--- config.mk ---
export PLATFORM = sky130hd
export DESIGN_NAME = id_record_seq
export DESIGN_NICKNAME = d
export VERILOG_FILES = /design/src/rtl/id_seq_pkg.sv /design/src/rtl/id_ptr_ctr.sv /design/src/rtl/id_check_gen.sv /design/src/rtl/id_byte_mux.sv /design/src/rtl/id_record_seq.sv
export SDC_FILE = /design/constraint.sdc
export NUM_CORES = 1
export LEC_CHECK = 0
export BUFFER_PORTS_ARGS = -buffer_cell sky130_fd_sc_hd__buf_2
export CAP_MARGIN = 20
export CORE_AREA = 10 10 52 54
export DETAILED_ROUTE_END_ITERATION = 8
export DIE_AREA = 0 0 62 64
export GPL_TIMING_DRIVEN = 0
export HOLD_SLACK_MARGIN = 0.05
export PLACE_DENSITY = 0.7
export SLEW_MARGIN = 20
export SYNTH_ARGS = -nofsm -noshare
export SYNTH_HDL_FRONTEND = slang
export SYNTH_SLANG_ARGS = --single-unit
--- constraint.sdc ---
create_clock -name clk -period 1.4 [get_ports clk]
set_input_delay 0.28 -clock clk [delete_from_list [all_inputs] [get_ports clk]]
set_output_delay 0.28 -clock clk [all_outputs]
set_load 0.02 [all_outputs]
--- src/rtl/id_seq_pkg.sv ---
package id_seq_pkg;
  localparam int BYTE_W  = 8;
  localparam int REC_LEN = 6;
  localparam int PTR_W   = $clog2(REC_LEN);

  typedef logic [BYTE_W-1:0] id_byte_t;

  // one byte into a CRC-16 (poly 0x1021), MSB first
  function automatic logic [15:0] crc16_byte(input logic [15:0] c, input id_byte_t d);
    logic [15:0] r;
    r = c ^ {d, 8'h00};
    for (int i = 0; i < 8; i++) begin
      r = r[15] ? ((r << 1) ^ 16'h1021) : (r << 1);
    end
    return r;
  endfunction

  function automatic logic [15:0] crc16_id(input id_byte_t t, input id_byte_t s,
                                           input id_byte_t c, input id_byte_t z);
    logic [15:0] acc;
    acc = 16'hFFFF;
    acc = crc16_byte(acc, t);
    acc = crc16_byte(acc, s);
    acc = crc16_byte(acc, c);
    acc = crc16_byte(acc, z);
    return acc;
  endfunction
endpackage

--- src/rtl/id_ptr_ctr.sv ---
module id_ptr_ctr
  import id_seq_pkg::*;
#(
  parameter int LEN = REC_LEN,
  localparam int PW = $clog2(LEN)
) (
  input  logic          clk,
  input  logic          rst_n,
  input  logic          clr,
  input  logic          adv,
  output logic [PW-1:0] ptr,
  output logic          wrap_evt
);
  localparam logic [PW-1:0] LAST = PW'(LEN - 1);

  assign wrap_evt = adv && (ptr == LAST);

  always_ff @(posedge clk) begin
    if (!rst_n)        ptr <= '0;
    else if (clr)      ptr <= '0;
    else if (wrap_evt) ptr <= '0;
    else if (adv)      ptr <= ptr + 1'b1;
  end


  ptr_range_chk: assert property (@(posedge clk) disable iff (!rst_n) ptr <= LAST);

  ptr_wrap_chk: assert property (@(posedge clk) disable iff (!rst_n)
    (adv && !clr && ptr == LAST) |=> ptr == '0);

  ptr_clear_chk: assert property (@(posedge clk) disable iff (!rst_n) clr |=> ptr == '0);

  ptr_hold_chk: assert property (@(posedge clk) disable iff (!rst_n)
    (!adv && !clr) |=> $stable(ptr));
endmodule

--- src/rtl/id_check_gen.sv ---
module id_check_gen
  import id_seq_pkg::*;
#(
  parameter bit CRC_EN = 1'b0
) (
  input  id_byte_t    trk,
  input  id_byte_t    sid,
  input  id_byte_t    sec,
  input  id_byte_t    szc,
  output logic [15:0] chk
);
  generate
    if (CRC_EN) begin : g_crc
      assign chk = crc16_id(trk, sid, sec, szc);
    end else begin : g_zero
      assign chk = 16'h0000;
    end
  endgenerate
endmodule

--- src/rtl/id_byte_mux.sv ---
module id_byte_mux
  import id_seq_pkg::*;
(
  input  logic [PTR_W-1:0] sel,
  input  id_byte_t         trk,
  input  id_byte_t         sid,
  input  id_byte_t         sec,
  input  id_byte_t         szc,
  input  logic [15:0]      chk,
  output id_byte_t         dout
);
  always_comb begin
    case (sel)
      3'd0:    dout = trk;
      3'd1:    dout = sid;
      3'd2:    dout = sec;
      3'd3:    dout = szc;
      3'd4:    dout = chk[15:8];
      3'd5:    dout = chk[7:0];
      default: dout = '0;
    endcase
  end
endmodule

--- src/rtl/id_record_seq.sv ---
module id_record_seq
  import id_seq_pkg::*;
#(
  parameter bit       CRC_EN    = 1'b0,
  parameter id_byte_t SIZE_CODE = 8'd2
) (
  input  logic             clk,
  input  logic             rst_n,
  input  logic             cmd_start,
  input  logic             cmd_rdaddr,
  input  logic             rd_strobe,
  input  logic [7:0]       trk_in,
  input  logic             side_in,
  input  logic [7:0]       sec_in,
  output logic [7:0]       id_byte,
  output logic             byte_vld,
  output logic [PTR_W-1:0] id_ptr
);
  // named internal events
  logic        adv_evt;
  logic        wrap_evt;
  logic        clash_evt;
  id_byte_t    side_byte;
  id_byte_t    next_byte;
  logic [15:0] chk_word;

  assign adv_evt   = rd_strobe && cmd_rdaddr && !cmd_start;
  assign clash_evt = rd_strobe && cmd_rdaddr && cmd_start;
  assign side_byte = {{(BYTE_W-1){1'b0}}, side_in};

  id_ptr_ctr #(.LEN(REC_LEN)) ptr_i (
    .clk(clk), .rst_n(rst_n), .clr(cmd_start), .adv(adv_evt),
    .ptr(id_ptr), .wrap_evt(wrap_evt)
  );

  id_check_gen #(.CRC_EN(CRC_EN)) chk_i (
    .trk(trk_in), .sid(side_byte), .sec(sec_in), .szc(SIZE_CODE), .chk(chk_word)
  );

  id_byte_mux mux_i (
    .sel(id_ptr), .trk(trk_in), .sid(side_byte), .sec(sec_in), .szc(SIZE_CODE),
    .chk(chk_word), .dout(next_byte)
  );

  always_ff @(posedge clk) begin
    if (!rst_n) begin
      id_byte  <= '0;
      byte_vld <= 1'b0;
    end else begin
      byte_vld <= adv_evt;
      if (adv_evt) id_byte <= next_byte;
    end
  end


  vld_follow_chk: assert property (@(posedge clk) disable iff (!rst_n) adv_evt |=> byte_vld);

  size_byte_chk: assert property (@(posedge clk) disable iff (!rst_n)
    (adv_evt && id_ptr == 3'd3) |=> id_byte == SIZE_CODE);

  clash_hold_chk: assert property (@(posedge clk) disable iff (!rst_n)
    clash_evt |=> ($stable(id_byte) && !byte_vld && id_ptr == '0));

  wrap_track_chk: assert property (@(posedge clk) disable iff (!rst_n)
    wrap_evt |=> id_ptr == '0);
endmodule

Word-level counts from Yosys, hierarchy flattened
Cells that the tools add are included.
{"block": "totals", "in_bits": 22, "reg_bits": 12, "output_inout_bits": 12, "wordCells": 16}
{"block": "classes", "bitwise_logic": 1, "mux": 1, "addsub": 1, "reduce_logical": 6, "n_eq_ne": 4}
{"op": "8-bit case mux with 4 select lines", "count": 1}
{"op": "3-bit by 2-bit == test with 1-bit output, second input constant", "count": 2}
{"op": "3-bit by 1-bit adder with 3-bit output, second input constant", "count": 1}
{"op": "3-bit by 1-bit == test with 1-bit output, second input constant", "count": 1}
{"op": "3-bit == test, second input constant", "count": 1}
{"op": "1-bit logical AND", "count": 3}
{"op": "3-bit logical NOT", "count": 1}
{"op": "3-bit OR reduction", "count": 1}
{"op": "1-bit logical NOT", "count": 1}
{"op": "1-bit NOT", "count": 1}

Longest topological paths before layout
{"block": "logic_depth", "word_depth": 4, "mapped_depth": 6, "depth_no_buf": 5}

Hierarchy
From an unflattened synthesis, not the netlist that was laid out.
{"block": "unflattened", "hier_cells": 127, "hier_area_um2": 1124.8}
{"mod": "id_byte_mux", "seq_area_each_um2": 0.0, "area_each_um2": 460.4, "instances": 1, "cells_each": 54}
{"mod": "id_record_seq", "seq_area_each_um2": 180.2, "area_each_um2": 370.4, "instances": 1, "cells_each": 40}
{"mod": "id_ptr_ctr", "seq_area_each_um2": 60.1, "area_each_um2": 170.2, "instances": 1, "cells_each": 16}
{"mod": "id_check_gen", "seq_area_each_um2": 0.0, "area_each_um2": 123.9, "instances": 1, "cells_each": 17}

Worst setup path before layout
Ideal clock, no wire load.
{"block": "synth_timing", "path_kind": "register to register", "from": "reg ptr_i.ptr[0]", "to": "reg id_byte[2]", "stages_incl_launch_ff": 6, "slack_ns": -0.237, "synth_period_minus_slack_ns": 1.637, "t_required_ns": 1.267, "n_path_buf": 1, "setup_ns": 0.133, "t_arrival_ns": 1.504, "cell_sequence": "dfxtp_1 > inv_1 > ha_1 > buf_2 > o41ai_4 > o31ai_1"}
{"block": "synth_between", "elab_chain_cells": 2, "word_cells_on_any_way": 5, "classes_between": "3 x eq/ne; 1 x mux; 1 x reduce/logical"}
{"item": "from (decl)", "line": "id_ptr_ctr.sv:11", "rtl": "output logic [PW-1:0] ptr,"}
{"item": "from (signal assigned)", "line": "id_ptr_ctr.sv:22", "rtl": "else if (adv) ptr <= ptr + 1'b1;"}
{"item": "3-bit by 2-bit == test with 1-bit output (tied with other cells)", "line": "id_byte_mux.sv:13", "rtl": "case (sel)"}
{"item": "8-bit case mux with 4 select lines *", "line": "id_byte_mux.sv:13"}
{"item": "to (signal assigned)", "line": "id_record_seq.sv:51", "rtl": "if (adv_evt) id_byte <= next_byte;"}
{"item": "to (decl)", "line": "id_record_seq.sv:15", "rtl": "output logic [7:0] id_byte,"}
Mark *: on every way between the ends. The rest lies on a longest branch, timed or not.
A chain may end at the register's enable or synchronous reset.

Final worst setup path
{"block": "layout_timing", "from": "reg ptr_i.ptr[1]", "to": "reg id_byte[2]"}
Same word-level chain as after synthesis.

==> reports/metrics.cfg <==
[finish]
drive_above_1_share_pct=59.8
antenna_cells=0
finalInstanceArea_sq_um=986
final_nets=136
post-route-util_pct=57.7
syn_to_final_growth_pct=57.3
fill_cells=153
fin_cells=132

[placement]
globalplace.congestion=0.742
pre_cts_ws_ps=-86.8
dp.cells=123
place_area_sq_um=845
dp_hpwl_mm=1.46
io_buffers=32

[floorplan]
ios=34
start_util_pct=36.7
rows=15
fp.coreArea_sq_um=1710
dieArea_sq_um=3970
dieWidth_um=62
die_h_um=64

[drt]
drt_wl_total_mm=1.93
vias=655
avgViaCountPerCell=4.96
dr.pass1.iters=4
drt_first_iter_violations=17
ant_nets=0
route.detailed.drc=0
wl_per_cell_um=14.6

[sta]
fmax_ghz=0.708
setup_violations=5
setup_ws_ps=-12.7
fin_skew_ps=1.57
fin_crit_ps=1410
relSlewSlack_pct=70.7
timing.hold.ws_ps=304
slew_violations=0
hold_viol_final=0
rsz0062_at_grt=true
min_period_over_period_pct=101
fin_tns_setup_ps=-35.0
tightest_slew_ps=438

[yosys]
synth_flop_cell=dfxtp_1
synth_compound_area_share_pct=26.7
synthSimpleGateAreaFrac_pct=17.4
synth_mux_area_share_pct=0
seq_area_frac_synth_pct=38.3
synthCells=66
synth_edf_count=0
synthAdderAreaFrac_pct=9.98
synth_top_family_by_area=compound AO/OA/AOI/OAI gates
synth-xor-area-share_pct=0
synth_area_per_cell_sq_um=9.50
syn_area_sq_um=627
synth-seq-cells=12
ys_async_sr_fraction_pct=0
ys.warnings.count=0
synth_nets=93
netlist-cell-type-count=23

[clock_tree]
cts_root_buf=clkbuf_4
cts_num_sinks=12
cts_buffers=3
htree_levels=1
clk_pin_slew_ps=70
clkLatencyLatePin_ps=270
cts_buffer_depth=2
cts_tree=yes
ctsHoldBuffers=0

[worst_setup_path]
crit_arrival_ps=1570
critPathRequiredTime_ps=1560
crit_start=ptr_i.ptr[1]
critPathCaptureType=flip-flop
crit_top_cell=buf_6
crit_buf_inv=3
cpMaxStageDelayCell=dfxtp_4
critical-path-top-delay-family=compound AO/OA/AOI/OAI gates
cp-start-kind=flip-flop
timing_worst_setup_path_type=flip-flop to flip-flop
path_cells=inv_4 > ha_4 > buf_6 > o41ai_4 > buf_6 > o31ai_1
critPathMaxFanout=6
rr_startpoint=ptr_i.ptr[1]
cpPeakStageDelay_ps=380

[power_and_ir_drop]
intPower_uw=510
power_frac_seq_pct=51.1
clkPwrFrac_pct=30.3
power_uw=692
p_leak_nw=0.453
p_per_area_nw_per_um2=702
power_switching_uw=182
p_comb_share_pct=18.6
peakVddDrop_uv=418
swShare_pct=26.3

[global_route]
grt_max_degree=11
grt_overflow=0
antenna_found_initial=0
grt_pass1_vias=703
track_usage_pct=10.3
grt_pass1_wl_mm=3.17

[outcome]
violations=negative setup slack
status=finished, violations left

[run]
drv_cap=0

[hold_path]
min_path_type=input port to flip-flop
hold_path_startpoint=cmd_rdaddr

-- worst min-delay path, delay by kind of cell --
family / cells / cell delay, ps
buffers and inverters: 1 / 120
and+or+nand+nor: 1 / 80
AOI/OAI and AO/OA: 1 / 50
-- cells by family (layout without fill, tap and decap cells) --
group | Yosys count | in the layout
flip-flops | 12 | 12
adder cells (fa/ha/maj) | 5 | 5
AO/OA/AOI/OAI | 20 | 20
buffers and inverters | 9 | 50
AND/OR/NAND/NOR | 20 | 20
-- state kept, by name (all words and copies together) (netlist names) --
signal     cells
id_byte        8
ptr_i.ptr      3
byte_vld       1
-- cell usage in the layout, fill, tap and decap left out, types with 2 or more instances in the layout --
master    count
nand4_1       2
nand2_1       4
dfxtp_4       2
dfxtp_1       9
a22oi_1       6
a21oi_1       3
inv_4         2
ha_4          3
o31ai_1       2
buf_6         4
inv_1         2
nand3_1       7
buf_4         6
clkbuf_4      3
buf_2        32
o31ai_2       4
ha_2          2
-- per-layer routing --
metal	GRT usage [%]	vias up	share of wire, %	routed length, um
met5	0	-	0	0
met3	3.75	2	8.5	164
met2	16.8	21	50	965
met1	11.7	299	41	790
li1	-	333	-	-
met4	4.19	0	0.62	12
-- power groups by stage --
| stage | clock network, mW | registers [mW] | logic [mW] |
|---|---|---|---|
| finish | 0.210 | 0.353 | 0.129 |
| CTS | 0.220 | 0.353 | 0.115 |
| floorplan | 0 | 0.374 | 0.0454 |
| detailed placement | 0 | 0.362 | 0.109 |
| global route | 0.247 | 0.355 | 0.140 |
| global placement | 0 | 0.361 | 0.107 |
-- cell type report --
| type | instances | area (sq um) | share of cell area, % |
|---|---|---|---|
| Buffer | 4 | 41.3 | 4.19 |
| Timing Repair Buffer | 38 | 209 | 21.2 |
| Tap cell | 25 | 31.3 | 3.17 |
| Clock buffer | 3 | 22.5 | 2.28 |
| Multi-Input combinational cell | 45 | 409 | 41.5 |
| Sequential cell | 12 | 249 | 25.3 |
| Inverter | 5 | 23.8 | 2.41 |
-- worst paths after layout --
path         slack [ps]           end  depth (start not counted)
max                 -10    id_byte[2]                          6
min                 300  ptr_i.ptr[0]                          3
max reg2reg         -10    id_byte[2]                          6
min reg2reg         460    id_byte[4]                          2
-- cell usage after synthesis (2+ instances only) --
library cell | count | area (sq um)
inv_1 | 5 | 18.8
dfxtp_1 | 12 | 240
a21oi_1 | 3 | 15.0
ha_1 | 5 | 62.6
nand3_1 | 7 | 35.0
o31ai_1 | 6 | 45.0
nand2_1 | 5 | 18.8
nand4_1 | 2 | 12.5
buf_2 | 2 | 10.0
a22oi_1 | 6 | 45.0
-- timing repair --
item / in CTS / in global routing
setup buffers: 4 / 2
endpoints found under the setup margin: 7 / 8
pin swaps: 1 / 3
gates resized for setup: 5 / 14
Power figures use the tool's default switching activity.
